<file path="src/rtl/i2c_cmd_seq_pkg.sv">
package i2c_cmd_seq_pkg;

    localparam logic [3:0] PROTO_WR = 4'd7;
    localparam logic [3:0] PROTO_RD = 4'd8;

    typedef enum logic [3:0] {
        S_IDLE, S_ST0, S_ST1, S_LOAD, S_LOW, S_HIGH,
        S_SP0, S_SP1, S_SP2, S_DONE
    } seq_state_e;

    typedef enum logic [2:0] {
        CODE_OK       = 3'd0,
        CODE_ARB      = 3'd1,
        CODE_NACK_ADR = 3'd2,
        CODE_NACK_DAT = 3'd3,
        CODE_TMO      = 3'd4
    } done_code_e;

    typedef struct packed {
        logic [7:0] shreg;     // bit in flight sits in bit 7
        logic [3:0] slot;      // 0..7 data bits, 8 acknowledge slot
        logic       rx_mode;   // receiving bytes from the target
        logic       addr_ph;   // current byte is the address byte
        logic       last_tag;  // current write byte is the final one
    } byte_eng_t;

    // States whose duration is one half bit period
    function automatic logic is_timed(seq_state_e s);
        return (s == S_ST0) || (s == S_ST1) || (s == S_LOW) || (s == S_HIGH) ||
               (s == S_SP0) || (s == S_SP1) || (s == S_SP2);
    endfunction

endpackage

</file>
<file path="src/rtl/i2c_cmd_seq_tick.sv">
module i2c_cmd_seq_tick #(
    parameter int HALF_STD  = 8,
    parameter int HALF_FAST = 2
) (
    input  logic clk,
    input  logic rst,
    input  logic clear,
    input  logic fast,
    output logic tick
);
    localparam int LMAX = (HALF_STD > HALF_FAST) ? HALF_STD : HALF_FAST;
    localparam int CW   = $clog2(LMAX + 1);

    logic [CW-1:0] cnt_q;
    logic [CW-1:0] lim;

    assign lim  = fast ? CW'(HALF_FAST - 1) : CW'(HALF_STD - 1);
    assign tick = !clear && (cnt_q == lim);

    always_ff @(posedge clk) begin
        if (rst || clear || tick) cnt_q <= '0;
        else                      cnt_q <= cnt_q + 1'b1;
    end
endmodule

</file>
<file path="src/rtl/i2c_cmd_seq_wdog.sv">
module i2c_cmd_seq_wdog #(
    parameter int LIMIT = 200
) (
    input  logic clk,
    input  logic rst,
    input  logic run,
    output logic expire
);
    localparam int CW = $clog2(LIMIT + 1);

    logic [CW-1:0] cnt_q;

    assign expire = run && (cnt_q == CW'(LIMIT - 1));

    always_ff @(posedge clk) begin
        if (rst || !run)  cnt_q <= '0;
        else if (!expire) cnt_q <= cnt_q + 1'b1;
    end
endmodule

</file>
<file path="src/rtl/i2c_cmd_seq.sv">
module i2c_cmd_seq
    import i2c_cmd_seq_pkg::*;
#(
    parameter int HALF_STD    = 8,
    parameter int HALF_FAST   = 2,
    parameter int STALL_LIMIT = 200,
    parameter int MAX_RD      = 63
) (
    input  logic       clk,
    input  logic       rst,
    input  logic       hold,
    input  logic       enable,
    input  logic       fast,
    input  logic       go,
    input  logic [3:0] proto,
    input  logic [7:0] rd_count,
    output logic       busy,
    output logic [2:0] status,
    input  logic       tx_empty,
    input  logic [7:0] tx_data,
    input  logic       tx_last,
    output logic       tx_pop,
    output logic       underrun_req,
    output logic       rx_push,
    output logic [7:0] rx_data,
    output logic       scl_oe,
    output logic       sda_oe,
    input  logic       sda_in
);
    seq_state_e state_q, state_d;
    byte_eng_t  eng_q, eng_d;
    done_code_e pend_q, pend_d;
    logic       rd_q, rd_d, fast_q, fast_d;
    logic [7:0] left_q, left_d;
    logic [2:0] code_q, code_d;
    logic       rst_any, tick, stall, expire, launch_ok, drv_low;

    assign rst_any = rst || hold;
    assign stall   = (state_q == S_LOAD) && tx_empty;

    i2c_cmd_seq_tick #(.HALF_STD(HALF_STD), .HALF_FAST(HALF_FAST)) u_tick (
        .clk(clk), .rst(rst_any), .clear(!is_timed(state_q)),
        .fast(fast_q), .tick(tick)
    );

    i2c_cmd_seq_wdog #(.LIMIT(STALL_LIMIT)) u_wdog (
        .clk(clk), .rst(rst_any), .run(stall), .expire(expire)
    );

    assign launch_ok = enable && go &&
        ((proto == PROTO_WR) ||
         ((proto == PROTO_RD) && (rd_count != 8'd0) && (int'(rd_count) <= MAX_RD)));

    // Pull SDA low for a 0 data bit we send, or for an ACK we give
    always_comb begin
        if (eng_q.slot != 4'd8) drv_low = !eng_q.rx_mode && !eng_q.shreg[7];
        else                    drv_low = eng_q.rx_mode && (left_q != 8'd1);
    end

    assign busy         = (state_q != S_IDLE);
    assign status       = code_q;
    assign tx_pop       = (state_q == S_LOAD) && !tx_empty;
    assign underrun_req = stall;
    assign scl_oe       = (state_q == S_LOAD) || (state_q == S_LOW) || (state_q == S_SP0);
    assign sda_oe       = (state_q == S_ST1) || (state_q == S_SP0) || (state_q == S_SP1) ||
                          (((state_q == S_LOW) || (state_q == S_HIGH)) && drv_low);
    assign rx_push      = (state_q == S_HIGH) && tick && eng_q.rx_mode && (eng_q.slot == 4'd7);
    assign rx_data      = {eng_q.shreg[6:0], sda_in};

    always_comb begin
        state_d = state_q;
        eng_d   = eng_q;
        pend_d  = pend_q;
        rd_d    = rd_q;
        fast_d  = fast_q;
        left_d  = left_q;
        code_d  = code_q;
        case (state_q)
            S_IDLE: if (launch_ok) begin
                state_d = S_ST0;
                rd_d    = (proto == PROTO_RD);
                left_d  = rd_count;
                fast_d  = fast;
                pend_d  = CODE_OK;
            end
            S_ST0: if (tick) state_d = S_ST1;
            S_ST1: if (tick) begin
                state_d       = S_LOAD;
                eng_d.addr_ph = 1'b1;
                eng_d.rx_mode = 1'b0;
            end
            S_LOAD: begin
                if (!tx_empty) begin
                    eng_d.shreg    = tx_data;
                    eng_d.last_tag = tx_last;
                    eng_d.slot     = 4'd0;
                    state_d        = S_LOW;
                end else if (expire) begin
                    pend_d  = CODE_TMO;
                    state_d = S_SP0;
                end
            end
            S_LOW: if (tick) state_d = S_HIGH;
            S_HIGH: if (tick) begin
                if (eng_q.slot != 4'd8) begin
                    if (!eng_q.rx_mode && eng_q.shreg[7] && !sda_in) begin
                        pend_d  = CODE_ARB;
                        state_d = S_DONE;
                    end else begin
                        eng_d.shreg = {eng_q.shreg[6:0], sda_in};
                        eng_d.slot  = eng_q.slot + 4'd1;
                        state_d     = S_LOW;
                    end
                end else if (!eng_q.rx_mode) begin
                    if (sda_in) begin
                        pend_d  = eng_q.addr_ph ? CODE_NACK_ADR : CODE_NACK_DAT;
                        state_d = S_SP0;
                    end else if (eng_q.addr_ph && rd_q) begin
                        eng_d.rx_mode = 1'b1;
                        eng_d.addr_ph = 1'b0;
                        eng_d.slot    = 4'd0;
                        state_d       = S_LOW;
                    end else if (eng_q.last_tag) begin
                        state_d = S_SP0;
                    end else begin
                        eng_d.addr_ph = 1'b0;
                        state_d       = S_LOAD;
                    end
                end else begin
                    left_d     = left_q - 8'd1;
                    eng_d.slot = 4'd0;
                    state_d    = (left_q == 8'd1) ? S_SP0 : S_LOW;
                end
            end
            S_SP0: if (tick) state_d = S_SP1;
            S_SP1: if (tick) state_d = S_SP2;
            S_SP2: if (tick) state_d = S_DONE;
            S_DONE: begin
                code_d  = pend_q;
                state_d = S_IDLE;
            end
            default: state_d = S_IDLE;
        endcase
    end

    always_ff @(posedge clk) begin
        if (rst_any) begin
            state_q <= S_IDLE;
            eng_q   <= '0;
            pend_q  <= CODE_OK;
            rd_q    <= 1'b0;
            fast_q  <= 1'b0;
            left_q  <= 8'd0;
            code_q  <= 3'd0;
        end else begin
            state_q <= state_d;
            eng_q   <= eng_d;
            pend_q  <= pend_d;
            rd_q    <= rd_d;
            fast_q  <= fast_d;
            left_q  <= left_d;
            code_q  <= code_d;
        end
    end
endmodule

</file>
<file path="config.mk">
export PLATFORM = sky130hd
export DESIGN_NAME = i2c_cmd_seq
export DESIGN_NICKNAME = d
export VERILOG_FILES = /design/src/rtl/i2c_cmd_seq_pkg.sv /design/src/rtl/i2c_cmd_seq_tick.sv /design/src/rtl/i2c_cmd_seq_wdog.sv /design/src/rtl/i2c_cmd_seq.sv
export SDC_FILE = /design/constraint.sdc
export NUM_CORES = 1
export LEC_CHECK = 0
export BUFFER_PORTS_ARGS = -buffer_cell sky130_fd_sc_hd__buf_4
export CORE_MARGIN = 2
export CORE_UTILIZATION = 55
export CTS_BUF_LIST = sky130_fd_sc_hd__clkbuf_4 sky130_fd_sc_hd__clkbuf_8 sky130_fd_sc_hd__clkbuf_16
export DETAILED_ROUTE_END_ITERATION = 16
export PLACE_DENSITY = 0.78
export SLEW_MARGIN = 0
export SYNTH_ARGS = -nofsm -noshare
export SYNTH_HDL_FRONTEND = slang
export SYNTH_SLANG_ARGS = --single-unit
</file>
<file path="constraint.sdc">
create_clock -name clk -period 5 [get_ports clk]
set_input_delay 0.25 -clock clk [delete_from_list [all_inputs] [get_ports clk]]
set_output_delay 0.25 -clock clk [all_outputs]
set_load 0.03 [all_outputs]
</file>
==> results of run 1 <==
sequential cells by signal, summed over array words and instances, names as in the netlist:
| register | count |
|---|---|
| eng_q | 8 |
| fast_q | 1 |
| left_q | 8 |
| pend_q | 3 |
| rd_q | 1 |
| rx_data | 7 |
| state_q | 4 |
| status | 3 |
| u_tick.cnt_q | 4 |
| u_wdog.cnt_q | 8 |
routing by layer:
| layer | global-route usage, % | routed length, µm | vias up |
|---|---|---|---|
| met5 | 0 | 0 | - |
| met4 | 8.545 | 87 | 0 |
| met3 | 4.147 | 322 | 9 |
| met2 | 36.37 | 3219 | 83 |
| met1 | 31.16 | 3201 | 1269 |
| li1 | - | - | 1361 |
placed cells by master, fill, tap and decap left out, types with 3 or more instances in the layout:
cell,n
a21oi_1,28
a22oi_1,3
xnor2_1,6
a31oi_1,4
nor2_1,45
a211oi_1,10
mux2i_1,17
buf_4,47
o211ai_1,8
o32ai_1,3
nor3_1,11
nor2b_1,3
o21ai_0,15
nor4_1,8
nand3b_1,3
or2_2,3
nand3_1,10
dfxtp_1,47
ha_1,6
a21o_1,3
clkbuf_8,6
inv_1,17
or4_1,3
nand2_1,22
cell families after synthesis:
group                      after synthesis  synth area share (%)
buffers and inverters                   43                 7.805
AOI/OAI and AO/OA                      102                 24.41
and+or+nand+nor                        133                 24.49
adders and majority gates                6                 2.587
DFF                                     47                 32.43
xor gates and xnor gates                 8                 2.415
muxes                                   17                 5.864
power by group:
part / internal [mW] / switching (mW) / leakage (nW) / total, mW
Clock: 0.113 / 0.133 / 0.0474 / 0.246
Sequential: 0.374 / 0.000698 / 0.378 / 0.375
Combinational: 0.0222 / 0.0209 / 0.836 / 0.0431
worst max-delay path, delay by kind of cell, from the launching register on:
family | cells | cell delay [ns]
AO/OA/AOI/OAI | 3 | 1.32
flip-flops | 1 | 0.65
AND/OR/NAND/NOR | 2 | 0.60
worst min-delay path by stage:
stage | end | cells past startpoint | startpoint
5_1_grt | eng_q[0] | 3 | tx_last
6_report | eng_q[0] | 3 | tx_last
3_3_place_gp | u_tick.cnt_q[0] | 1 | u_tick.cnt_q[0]
3_5_place_dp | u_tick.cnt_q[0] | 1 | u_tick.cnt_q[0]
2_1_floorplan | eng_q[0] | 2 | tx_last
4_1_cts | eng_q[0] | 3 | tx_last
per-stage QoR:
| stage | instance area (µm²) | std cells |
|---|---|---|
| floorplan | 2902 | 356 |
| global placement | 3179 | 447 |
| detailed placement | 3179 | 447 |
| CTS | 3278 | 455 |
| global route | 3278 | 455 |
| finish | 3278 | 455 |
final cells by class:
cell class | instances | area share, %
clock buffers | 6 | 2.519
clock inverters | 2 | 0.4962
inverters | 17 | 1.947
multi-input cells | 266 | 52.90
flip-flops and latches | 47 | 28.70
well taps | 70 | 2.672
repair buffers | 47 | 10.76
==> impl_results.md, run 1 <==
* Slew Limit Fails at 0
* First-pass GRT wire length at 11190 µm
* Ys flop type: dfxtp_1
* Total power at 0.6639 mW
* DR iter-0 viols at 196
* CTS buffer count at 5
* Worst Reg-to-Reg Cells at 5
* Mapped Avg Cell Area at 8.150 µm²
* Vias in the first global route at 2412
* EDFF count, synth at 0
* Yosys top cell by area: dfxtp_1
* Final wirelength at 6831 µm
* Multi-input logic area at 1734 µm²
* Crit path capture: rx_data[5]
* Ys async rst share at 0%
* Post-synth top cells: dfxtp_1, nor2_1, a21oi_1, nand2_1
* Drt drc at 0
* Achievable Freq at 376.4 MHz
* Number of diodes at 0
* Flops & latches, synth at 47
* Die Span Y at 76.63 µm
* Kind of critical path: reg -> reg
* Post-layout net count at 419
* Filler cells at 467
* Final period util at 53.14%
* Leak at 1.262 nW
* CTS tree: done
* CP max FO at 18
* Clock Sinks at 47
* Skew-Pair Late Insertion Delay at 0.31 ns
* Reg clk slew, reported paths at 0.09 ns
* Pre-CTS setup slack at 2.374 ns
* Max cap viols at 0
* CP Cell Sequence: and4bb_2, o211ai_2, o21ai_1, nor2_1, a211oi_1
* I/O pin count at 46
* Final core utilization at 64.18%
* Routed Antenna Nets at 0
* Cells after Synth at 356
* Critical Path Start: state_q[2]
* Initial antenna violation count at 0
* R2r endpoint: rx_data[5]
* Main area contributors after synthesis: dfxtp_1, mux2i_1, nor2_1
* Vias at 2722
* Num rows at 26
* Post_cts resized at 0
* Post-Syn Area at 2902 µm²
* Setup Fix Bufs, Post-CTS at 0
* R2R Setup Slk at 2.34 ns
* Hold_ws at 0.1825 ns
* Initial core utilization at 56.81%
* Endpoints failing hold at 0
* Core Footprint at 5107 µm²
* Yosys top cell area share at 32.43%
* Largest net degree at the start of global routing at 29
* DIE AREA at 5872 µm²
* Hold_buf cts at 0
* PD cells at 202.5 nW/µm²
* Period minus WS final at 2.657 ns
* Final Setup Violations at 0
* Net Count, Synth at 391
* Crit path required time at 5.22 ns
* Vias/cell at 5.982
* H-tree depth at 2
* Worst path max stage delay at 0.84 ns
* Pre-antenna DRT Iters at 4
* Post-DR wirelength/cell at 15.01 µm
* Layout cells sized above 1 at 18.96%
* CP startpoint kind: register
* Max clock buf depth at 2
* Worst-margin pin slew at 1.010 ns
* Gr ovfl total at 0
* Die W at 76.63 µm
* Worst EP arrival at 2.88 ns
* Worst reg2reg path startpoint: state_q[2]
* All-layer global routing usage at 22.94%
* Gp weighted congestion at 0.8854
* DP Wirelength at 4912 µm
* CTS root buf: clkbuf_8
* Port bufs at 45
* Distinct cells, synth at 70
* Setup TNS at 0 ns
* YS warnings at 0
* Register area at 940.9 µm²
* HP Class: in -> reg
* RSZ-0062 raised after global routing: false
* Seq/Total Area, Yosys at 32.43%
* Slowest CP cell: o21ai_1
* Fin worst setup slack at 2.343 ns
* Synthesis-to-layout area growth at 12.98%
* Skew final at 0.009660 ns
* Most numerous cell in the Yosys netlist: dfxtp_1
* Critical path capture point type: register
* Outcome: finished clean
* Slew headroom at 32.20%
* Maximum VDD drop at 0.0001826 V
No activity file was read; power rests on OpenSTA's default activity.
==> run 2: changes to the inputs <==
ABC_AREA = 1   (was not set)
CORE_UTILIZATION = 51   (was 55)
PLACE_DENSITY = 0.76   (was 0.78)
clock period = 2.2 ns   (was 5 ns; I/O delays follow)
==> impl_results.md, run 2 <==
* Outcome: finished clean
* HP Class: in -> reg
* Slew Limit Fails at 0
* CTS buffer count at 5
* Worst Reg-to-Reg Cells at 9
* Yosys top cell by area: dfxtp_1
* Achievable Freq at 495.9 MHz
* Final Setup Violations at 0
* Die W at 78.97 µm
* Initial core utilization at 52.38%
* Biggest regs: eng_q x8, left_q x8, u_wdog.cnt_q x8
* Placed Cells incl. Taps at 559
* Setup TNS at 0 ns
* Multi-input logic area at 1634 µm²
* Simple-Gate Fraction of Synth Area at 39.68%
* Net Count, Synth at 491
* Critical path capture point type: output port
* Ys async rst share at 0%
* All-layer global routing usage at 22.16%
* Mux share of post-synthesis cell area at 0%
* First-pass GRT wire length at 11140 µm
* Post-synthesis compound-gate area fraction at 12.48%
* Hold path depth at 3
* Most frequent cells in the layout: nand2_1, nor2_1, buf_4
* Filler cells at 567
* Period minus WS final at 2.017 ns
* Cells after Synth at 456
* Largest net degree at the start of global routing at 33
* Skew final at 0.007024 ns
* Maximum VDD drop at 0.0003577 V
* Vias at 2878
* CP max FO at 9
* Kind of critical path: reg -> out
* Main area contributors after synthesis: dfxtp_1, nand2_1, nor2_1
* Post-DR wirelength/cell at 11.39 µm
* Clock Sinks at 47
* Initial antenna violation count at 0
* Hold_buf cts at 0
* Max cap viols at 0
* Slew headroom at 75.44%
* Register area at 940.9 µm²
* Post-Synth Adder-Cell Area at 2.619%
* Most numerous cell in the Yosys netlist: nand2_1
* Pre-antenna DRT Iters at 5
* Max clock buf depth at 2
* Pre-CTS setup slack at 0.4342 ns
* Leak at 1.558 nW
* Gp weighted congestion at 0.9420
* Seq/Total Area, Yosys at 32.82%
* Core Footprint at 5473 µm²
* Gr ovfl total at 0
* CTS tree: done
* Ys flop type: dfxtp_1
* Fin worst setup slack at 0.1835 ns
* Vias/cell at 5.076
* Num rows at 27
* Final instance count without filler cells at 567
* DR iter-0 viols at 178
* Endpoints failing hold at 0
* Reg clk slew, reported paths at 0.08 ns
* Vias in the first global route at 2559
* H-tree depth at 2
* Distinct cells, synth at 34
* CP startpoint kind: register
* Post-Syn Area at 2866 µm²
* Synthesis-to-layout area growth at 15.06%
* I/O pin count at 46
* Worst EP arrival at 1.91 ns
* RSZ-0062 raised after global routing: false
* Die Span Y at 78.97 µm
* Flops & latches, synth at 47
* Xor/xnor share of the synthesized area at 2.139%
* Skew-Pair Late Insertion Delay at 0.30 ns
* Mapped Avg Cell Area at 6.286 µm²
* Post-layout net count at 529
* Layout cells sized above 1 at 15.56%
* Port bufs at 45
* Hold_ws at 0.09118 ns
* Number of diodes at 0
* CTS root buf: clkbuf_8
* Final core utilization at 60.27%
* DP Wirelength at 4906 µm
* PD cells at 589.1 nW/µm²
* Main combinational cell family by area after synthesis: simple AND/OR/NAND/NOR gates
* YS warnings at 0
* Final period util at 91.66%
* Final wirelength at 6458 µm
* Post-synth top cells: nand2_1, nor2_1, dfxtp_1, inv_1, o21ai_0
* Yosys top cell area share at 32.82%
* Most common cell after layout, fill and taps aside: nand2_1
* DIE AREA at 6236 µm²
* EDFF count, synth at 0
* Drt drc at 0
* Routed Antenna Nets at 0
* Worst-margin pin slew at 0.3637 ns
* Crit path required time at 2.09 ns
-- run 2: metrics by stage --
| step | power (mW) | cell area [µm²] |
|---|---|---|
| 3_3_place_gp | 1.434 | 3209 |
| 6_report | 1.943 | 3298 |
| 4_1_cts | 1.966 | 3298 |
| 2_1_floorplan | 1.319 | 2867 |
| 3_5_place_dp | 1.440 | 3209 |
| 5_1_grt | 2.076 | 3298 |
-- run 2: final timing paths --
kind               from    endpoint  slack (ns)
max reg2reg  state_q[0]    eng_q[5]        0.36
min reg2reg  rx_data[6]  rx_data[6]        0.47
max            eng_q[3]      sda_oe        0.18
min                fast      fast_q        0.09
-- run 2: final cells by class --
cell class | count | share of cell area (%)
multi-input cells | 343 | 49.54
repair buffers | 48 | 10.93
flip-flops and latches | 47 | 28.53
well taps | 72 | 2.731
inverters | 49 | 5.577
clock buffers | 6 | 2.314
clock inverters | 2 | 0.3794
-- run 2: layer usage --
metal | GRT usage (%) | part of all wire [%] | up-vias
met4 | 7.586 | 1.7 | 0
met1 | 30.12 | 48 | 1262
met2 | 34.92 | 44 | 93
met5 | 0 | 0 | -
li1 | - | - | 1513
met3 | 4.773 | 6.3 | 10
-- run 2: logic make-up after synthesis --
kind of cell	Yosys count
simple gates	262
compound gates	68
buf+inv	66
flops	47
xor+xnor	7
fa+ha+maj	6
-- run 2: report_power, final --
part / internal [mW] / leakage [nW] / switching [mW]
Sequential: 0.890 / 0.379 / 0.0374
Combinational: 0.181 / 1.13 / 0.316
Clock: 0.235 / 0.0446 / 0.284
-- run 2: repair_timing --
item	CTS	global route
setup endpoints to repair	0	1
setup buffers	0	0
gates resized for setup	0	1
-- run 2: worst max-delay path: stages, from the launching register on --
cell and delay, ns:
dfxtp_1 0.35, inv_1 0.08, ha_1 0.16, nand3_2 0.18, inv_2 0.16, nor2_1 0.06
o41ai_1 0.38, buf_4 0.23
